<file path="src/rtl/txr_pkg.sv">
package txr_pkg;
  localparam int DESC_BYTES  = 32;
  localparam int OFF_BUF     = 0;
  localparam int OFF_CFGA    = 4;
  localparam int OFF_CFGB    = 8;
  localparam int OWN_BIT     = 31;
  localparam int EOR_BIT     = 30;
  localparam int FIRST_BIT   = 29;
  localparam int LAST_BIT    = 28;
  localparam int IRQ_BIT     = 27;
  localparam int FROUTE_BIT  = 26;
  localparam int FPRIO_BIT   = 25;
  localparam int PRIO_LSB    = 22;
  localparam int CSUM_LSB    = 16;
  localparam int PMAP_LSB    = 17;

  typedef enum logic [2:0] {
    ST_IDLE, ST_CHK, ST_RDP, ST_RDB, ST_SEND, ST_WAIT
  } txrState_e;

  typedef struct packed {
    logic rdCfgA;
    logic rdBuf;
    logic rdCfgB;
    logic capCfgA;
    logic capBuf;
    logic capCfgB;
    logic retire;
  } txrStrobe_t;
endpackage

</file>
<file path="src/rtl/txr_ctrl.sv">
module txr_ctrl
  import txr_pkg::*;
#(
  parameter int GAP_W = 8
) (
  input  logic             clk,
  input  logic             rstN,
  input  logic             pollEn,
  input  logic             suspend,
  input  logic [GAP_W-1:0] pollGap,
  input  logic             ownedBySw,
  input  logic             frmAck,
  output txrStrobe_t       stb,
  output logic             presenting
);
  txrState_e state, stateNxt;
  logic [GAP_W-1:0] waitCnt;

  always_comb begin
    stb      = '0;
    stateNxt = state;
    unique case (state)
      ST_IDLE: if (pollEn && !suspend) begin
        stb.rdCfgA = 1'b1;
        stateNxt   = ST_CHK;
      end
      ST_CHK: if (ownedBySw) begin
        stateNxt = ST_WAIT;
      end else begin
        stb.capCfgA = 1'b1;
        stb.rdBuf   = 1'b1;
        stateNxt    = ST_RDP;
      end
      ST_RDP: begin
        stb.capBuf = 1'b1;
        stb.rdCfgB = 1'b1;
        stateNxt   = ST_RDB;
      end
      ST_RDB: begin
        stb.capCfgB = 1'b1;
        stateNxt    = ST_SEND;
      end
      ST_SEND: if (frmAck) begin
        stb.retire = 1'b1;
        stateNxt   = ST_IDLE;
      end
      ST_WAIT: if (waitCnt == '0) stateNxt = ST_IDLE;
      default: stateNxt = ST_IDLE;
    endcase
  end

  always_ff @(posedge clk) begin
    if (!rstN) begin
      state   <= ST_IDLE;
      waitCnt <= '0;
    end else begin
      state <= stateNxt;
      if (state == ST_CHK && ownedBySw) waitCnt <= pollGap;
      else if (state == ST_WAIT && waitCnt != '0) waitCnt <= waitCnt - 1'b1;
    end
  end

  assign presenting = (state == ST_SEND);
endmodule

</file>
<file path="src/rtl/txr_dpath.sv">
module txr_dpath
  import txr_pkg::*;
#(
  parameter int ADDR_W = 32,
  parameter int PMAP_W = 5
) (
  input  logic              clk,
  input  logic              rstN,
  input  txrStrobe_t        stb,
  input  logic [ADDR_W-1:0] ringBase,
  input  logic              ptrInit,
  input  logic [31:0]       memRdata,
  output logic [ADDR_W-1:0] memAddr,
  output logic              memRe,
  output logic              memWe,
  output logic [31:0]       memWdata,
  output logic [ADDR_W-1:0] curPtr,
  output logic [31:0]       frmAddr,
  output logic [15:0]       frmLen,
  output logic [PMAP_W-1:0] frmPortMap,
  output logic [2:0]        frmCsum,
  output logic [2:0]        frmPrio,
  output logic              frmForcePrio,
  output logic              frmForceRoute,
  output logic              frmFirst,
  output logic              frmLast,
  output logic              donePulse
);
  localparam logic [ADDR_W-1:0] STEP = ADDR_W'(DESC_BYTES);

  logic [ADDR_W-1:0] ptrQ, offset;
  logic [31:0] cfgAQ, bufQ, cfgBQ;
  logic doneQ;

  always_comb begin
    if (stb.rdBuf)       offset = ADDR_W'(OFF_BUF);
    else if (stb.rdCfgB) offset = ADDR_W'(OFF_CFGB);
    else                 offset = ADDR_W'(OFF_CFGA);
  end

  assign memAddr  = ptrQ + offset;
  assign memRe    = stb.rdCfgA | stb.rdBuf | stb.rdCfgB;
  assign memWe    = stb.retire;
  assign memWdata = cfgAQ | (32'd1 << OWN_BIT);

  always_ff @(posedge clk) begin
    if (!rstN) begin
      ptrQ  <= '0;
      cfgAQ <= '0;
      bufQ  <= '0;
      cfgBQ <= '0;
      doneQ <= 1'b0;
    end else begin
      if (stb.capCfgA) cfgAQ <= memRdata;
      if (stb.capBuf)  bufQ  <= memRdata;
      if (stb.capCfgB) cfgBQ <= memRdata;
      doneQ <= stb.retire & cfgAQ[IRQ_BIT];
      if (ptrInit)         ptrQ <= ringBase;
      else if (stb.retire) ptrQ <= cfgAQ[EOR_BIT] ? ringBase : ptrQ + STEP;
    end
  end

  assign curPtr        = ptrQ;
  assign frmAddr       = bufQ;
  assign frmLen        = cfgAQ[15:0];
  assign frmPortMap    = cfgBQ[PMAP_LSB +: PMAP_W];
  assign frmCsum       = cfgAQ[CSUM_LSB +: 3];
  assign frmPrio       = cfgAQ[PRIO_LSB +: 3];
  assign frmForcePrio  = cfgAQ[FPRIO_BIT];
  assign frmForceRoute = cfgAQ[FROUTE_BIT];
  assign frmFirst      = cfgAQ[FIRST_BIT];
  assign frmLast       = cfgAQ[LAST_BIT];
  assign donePulse     = doneQ;
endmodule

</file>
<file path="src/rtl/tx_ring_fetcher.sv">
module tx_ring_fetcher
  import txr_pkg::*;
#(
  parameter int ADDR_W = 32,
  parameter int GAP_W  = 8,
  parameter int PMAP_W = 5
) (
  input  logic              clk,
  input  logic              rstN,
  input  logic [ADDR_W-1:0] ringBase,
  input  logic              ptrInit,
  input  logic              pollEn,
  input  logic              suspend,
  input  logic [GAP_W-1:0]  pollGap,
  output logic [ADDR_W-1:0] memAddr,
  output logic              memRe,
  output logic              memWe,
  output logic [31:0]       memWdata,
  input  logic [31:0]       memRdata,
  output logic              frmValid,
  input  logic              frmAck,
  output logic [31:0]       frmAddr,
  output logic [15:0]       frmLen,
  output logic [PMAP_W-1:0] frmPortMap,
  output logic [2:0]        frmCsum,
  output logic [2:0]        frmPrio,
  output logic              frmForcePrio,
  output logic              frmForceRoute,
  output logic              frmFirst,
  output logic              frmLast,
  output logic [ADDR_W-1:0] curPtr,
  output logic              donePulse
);
  txrStrobe_t stb;

  txr_ctrl #(.GAP_W(GAP_W)) ctrl_i (
    .clk(clk), .rstN(rstN), .pollEn(pollEn), .suspend(suspend),
    .pollGap(pollGap), .ownedBySw(memRdata[OWN_BIT]), .frmAck(frmAck),
    .stb(stb), .presenting(frmValid)
  );

  txr_dpath #(.ADDR_W(ADDR_W), .PMAP_W(PMAP_W)) dpath_i (
    .clk(clk), .rstN(rstN), .stb(stb), .ringBase(ringBase), .ptrInit(ptrInit),
    .memRdata(memRdata), .memAddr(memAddr), .memRe(memRe), .memWe(memWe),
    .memWdata(memWdata), .curPtr(curPtr), .frmAddr(frmAddr), .frmLen(frmLen),
    .frmPortMap(frmPortMap), .frmCsum(frmCsum), .frmPrio(frmPrio),
    .frmForcePrio(frmForcePrio), .frmForceRoute(frmForceRoute),
    .frmFirst(frmFirst), .frmLast(frmLast), .donePulse(donePulse)
  );
endmodule

</file>
<file path="config.mk">
export PLATFORM = sky130hd
export DESIGN_NAME = tx_ring_fetcher
export DESIGN_NICKNAME = d
export VERILOG_FILES = /design/src/rtl/txr_pkg.sv /design/src/rtl/txr_ctrl.sv /design/src/rtl/txr_dpath.sv /design/src/rtl/tx_ring_fetcher.sv
export SDC_FILE = /design/constraint.sdc
export NUM_CORES = 1
export LEC_CHECK = 0
export BUFFER_PORTS_ARGS = -buffer_cell sky130_fd_sc_hd__buf_2
export CORE_UTILIZATION = 39
export DETAILED_ROUTE_END_ITERATION = 6
export PLACE_DENSITY = 0.76
export SYNTH_ARGS = -nofsm -noshare
export SYNTH_HDL_FRONTEND = slang
export SYNTH_HIERARCHICAL = 1
export SYNTH_SLANG_ARGS = --single-unit
export TNS_END_PERCENT = 5
</file>
<file path="constraint.sdc">
create_clock -name clk -period 7.4 [get_ports clk]
set_clock_uncertainty 0.05 [all_clocks]
set_input_delay 1.48 -clock clk [delete_from_list [all_inputs] [get_ports clk]]
set_output_delay 1.48 -clock clk [all_outputs]
set_load 0.005 [all_outputs]
</file>
Yosys cells after proc, flatten, opt, wreduce, memory -nomap -nowiden
Cells that the tools add are included.
{ "totals": {"regBits": 129, "input_bits": 78, "output_inout_bits": 163, "wordCells": 51} }
{ "classes": {"add_sub_neg": 3, "n_eq_ne": 8, "muxes": 20, "bitwise": 3, "reduce_logical": 10} }
{ "ops": {"columns": ["op", "n"], "rows": [
  ["32-bit two-way mux", 3],
  ["32-bit by 4-bit adder with 32-bit output", 1],
  ["32-bit by 6-bit adder with 32-bit output, second input constant", 1],
  ["3-bit one-hot mux with 6 select lines", 1],
  ["8-bit two-way mux", 2],
  ["3-bit two-way mux", 4],
  ["8-bit logical NOT", 1],
  ["1-bit two-way mux", 8],
  ["4-bit two-way mux", 2],
  ["8-bit nonzero test", 1],
  ["8-bit by 1-bit subtractor with 8-bit output, second input constant", 1],
  ["3-bit by 2-bit == test with 1-bit output, second input constant", 2],
  ["3-bit == test, second input constant", 2],
  ["2-bit by 1-bit inequality test with 1-bit output, second input constant", 3],
  ["2-bit nonzero test", 2],
  ["3-bit by 1-bit == test with 1-bit output, second input constant", 1],
  ["1-bit logical AND", 3],
  ["3-bit logical NOT", 1],
  ["3-bit AND reduction", 1],
  ["1-bit bitwise OR", 2],
  ["1-bit AND", 1],
  ["1-bit logical NOT", 1]
]} }

Depth between registers and ports, before layout
{ "depth": {"ltp_word": 6, "mapped_depth": 10, "depth_no_buf": 9} }

By module
Netlist, hierarchy kept.
{ "by_module_without_submodules": {"columns": ["module", "n_inst", "cells_each", "area_each_um2", "seq_area_each_um2"], "rows": [
  ["txr_dpath", 1, 593, 5237.5, 2021.9],
  ["txr_ctrl", 1, 103, 798.3, 220.2]
]} }

Worst setup path before layout
No wires, ideal clock.
{ "synth_path": {"path_kind": "input-to-output", "start": "input port memRdata[31]", "end": "output port memAddr[24]", "arrival_time_ps": 3036, "t_required_ps": 5870, "path_slack_ps": 2834, "path_stages": 9, "path_buffers": 1, "path_cell_list": "nor3_1 buf_4 nor2_1 ha_1 fa_1 nand2_1 nor3_1 nand4_1 xnor2_1"} }
{ "synth_lines": {"columns": ["element", "line", "text"], "rows": [
  ["start, declared", "tx_ring_fetcher.sv:19", "input logic [31:0] memRdata,"],
  ["end, declared", "tx_ring_fetcher.sv:15", "output logic [ADDR_W-1:0] memAddr,"]
]} }

==> impl_metrics.yaml <==
grt:
  gr-total-overflow: 0
  grt_pass1_vias: 5255
  grt_pass1_wl_um: 26470
  grt_max_degree: 64
  grt_use_total_pct: 20.53
  antenna_found_initial: 0
setup_path:
  cp-start-kind: "input pin"
  cp_cell_sequence: "buf_2 -> nor3_2 -> nor2b_1 -> ha_1 -> a21oi_1 -> nor4b_4 -> nand4_1 -> xnor2_1 -> buf_2"
  timing.critical_path.max_delay_family: "simple AND/OR/NAND/NOR gates"
  path_max_fanout: 8
  rr_worst_depth: 4
  path_common_cell: "buf_2"
  reg2reg_setup_slack_ns: 4.43
  path_buf_inv: 2
  cp.arrival_ns: 3.55
  worstSetupPathType: "in -> out"
  crit_slowest_cell: "nor4b_4"
  end_kind: "output port"
  path_depth: 9
  cp.required_ns: 5.87
  crit_path_max_incr_delay_ns: 0.62
hold_path:
  hp-class: "reg -> reg"
  min_path_cells: 2
die:
  dieWidth_um: 126.4
  core-area_um2: 15150
  io_pins: 241
  fp.dieH_um: 126.4
  start_util_pct: 39.85
  dieArea_um2: 15980
  row_count: 45
route:
  first_pass_iters: 5
  routed_wl_um: 16500
  num_vias: 5728
  first_iter_violations: 515
  wl_per_cell_um: 15.63
  vias_per_cell: 5.424
  drc: 0
  final_antenna_net_count: 0
cells_and_area:
  utilization_pct: 48.38
  syn_to_final_growth_pct: 21.39
  antennaDiodeCount: 0
  drive_above_1_share_pct: 32.95
  fin_cells: 1056
  fillers: 1462
  design_area_um2: 7327
  final_common_cell: "buf_2"
  fin_nets: 947
  final_cell_mix: "239 x buf_2, 112 x dfxtp_1, 101 x nor2_1, 72 x mux2i_1, 55 x nand2_1"
timing:
  slew_headroom_pct: 35.66
  min_period_ns: 5.079
  slew_violations: 0
  finalSetupViolations: 0
  max_slew.worst_pin.slew_ns: 0.9636
  hold_violations: 0
  rsz0062_at_grt: "no"
  max_freq_mhz: 196.9
  fin_crit_sh_pct: 68.63
  tns_ns: 0
placed_design:
  dp_cells: 1040
  place_hpwl_um: 11750
  gp_congestion: 0.8445
  place_area_um2: 7014
  io_buffer_count: 239
clocking:
  clkSlewWorstSetupHoldPaths_ns: 0.08
  cts_tree: "yes"
  cts_setup_buffers: 0
  clock_path_buffers: 2
  clock_latency_ns: 0.35
  cts.sinks: 112
  clockRootBuffer: "clkbuf_16"
  cts_resized: 0
  cts_made_buffers: 9
  postCtsHoldBufs: 0
  cts_max_level: 3
yosys:
  yosys_most_used_dff: "dfxtp_1"
  synthCells: 696
  ys_seq_elements: 112
  synth.top_cells.by_area: "dfxtp_1 37%, mux2i_1 12%, nor2_1 6.3%, buf_4 4.2%, nand2_1 3.4%"
  ys_seq_area_share_pct: 37.15
  synth_cell_type_count: 75
  synth_edf_count: 0
  synth_top_area_share_pct: 37.15
  async_reset_ff_share_pct: 0
  synth_fp_nets: 780
  syn_area_per_cell_um2: 8.672
  yosysWarnings: 6
  synthesis.area_um2: 6036
  yosys.area.top_type: "dfxtp_1"
run:
  cap_viol_max_count: 0
power:
  p_leak_nw: 3.294
  peakVddDrop_uv: 131.8
  p_per_area_nw_per_um2: 222.1
run_status:
  status: "finished, final reports clean"
## per-layer routing
layer | global-route usage [%] | part of all wire (%)
met4 | 5.953 | 1.4
met2 | 33.77 | 47
met5 | 0 | 0
met3 | 5.567 | 7.5
met1 | 26.28 | 44
## final cells by class
cell class / instances / area [um2] / share of cell area [%]
Multi-Input combinational cell: 487 / 3269 / 44.62
Sequential cell: 112 / 2242 / 30.60
Timing Repair Buffer: 244 / 1234 / 16.84
Tap cell: 188 / 235.2 / 3.210
Clock buffer: 9 / 225.2 / 3.074
Clock inverter: 7 / 87.58 / 1.195
Inverter: 9 / 33.78 / 0.4611
## registers in the layout, indices dropped and copies added (netlist names)
register and flops:
dpath_i/curPtr 32, dpath_i/frmAddr 32, dpath_i/cfgAQ 31, ctrl_i/waitCnt 8, dpath_i/cfgBQ 5, ctrl_i/state 3
dpath_i/donePulse 1
## power breakdown
group	leakage (nW)	switching (W)	internal, W	total [W]
Combinational	2.23	0.000212	0.000197	0.000409
Sequential	0.911	0.0000678	0.000653	0.000721
Clock	0.148	0.000255	0.000243	0.000498
## synth_stat cells (all sizes together) (4+ instances only)
cell type  number
nand4          20
clkbuf         23
and3            6
buf            65
nor3           22
nor4            7
a32oi           4
o21ai          13
o211ai          8
nor2b           4
nand2          56
or2             5
o32ai           4
a22o            5
nor2          102
and2            6
nand3          17
ha              5
and4            5
a22oi          10
a21oi          23
inv             9
nand2b          4
xnor2          21
o22ai           9
mux2i          72
xor2            9
dfxtp         112
## final timing paths
kind | start | end
min reg2reg | dpath_i/curPtr[0] | dpath_i/curPtr[0]
max reg2reg | ctrl_i/state[2] | dpath_i/curPtr[14]
min | dpath_i/curPtr[0] | dpath_i/curPtr[0]
max | memRdata[31] | memAddr[21]
## stage by stage
stage	worst slack, ns	power [W]	hold WS [ns]
5_1_grt	2.036	0.001719	0.4580
6_report	2.321	0.001627	0.4146
4_1_cts	2.295	0.001640	0.4237
3_5_place_dp	2.293	0.001140	0.4124
3_3_place_gp	2.330	0.001133	0.4031
2_1_floorplan	2.834	0.001017	0.4009
## logic make-up (layout without fill, tap and decap cells)
group / after synthesis / after routing / synth area share [%]
AOI/OAI and AO/OA: 108 / 108 / 12.65
xor gates and xnor gates: 30 / 30 / 4.353
adders and majority gates: 6 / 6 / 1.368
buffers and inverters: 97 / 269 / 8.893
DFF: 112 / 112 / 37.15
muxes: 74 / 74 / 12.31
other: 1 / 1 / 0.06213
and+or+nand+nor: 268 / 268 / 23.22
## tightest hold or removal path, delay by kind of cell (launching register included)
family	cells	cell delay (ns)
flip-flops	1	0.32
AO/OA/AOI/OAI	1	0.05
AND/OR/NAND/NOR	1	0.05
Power figures use the tool's default switching activity.
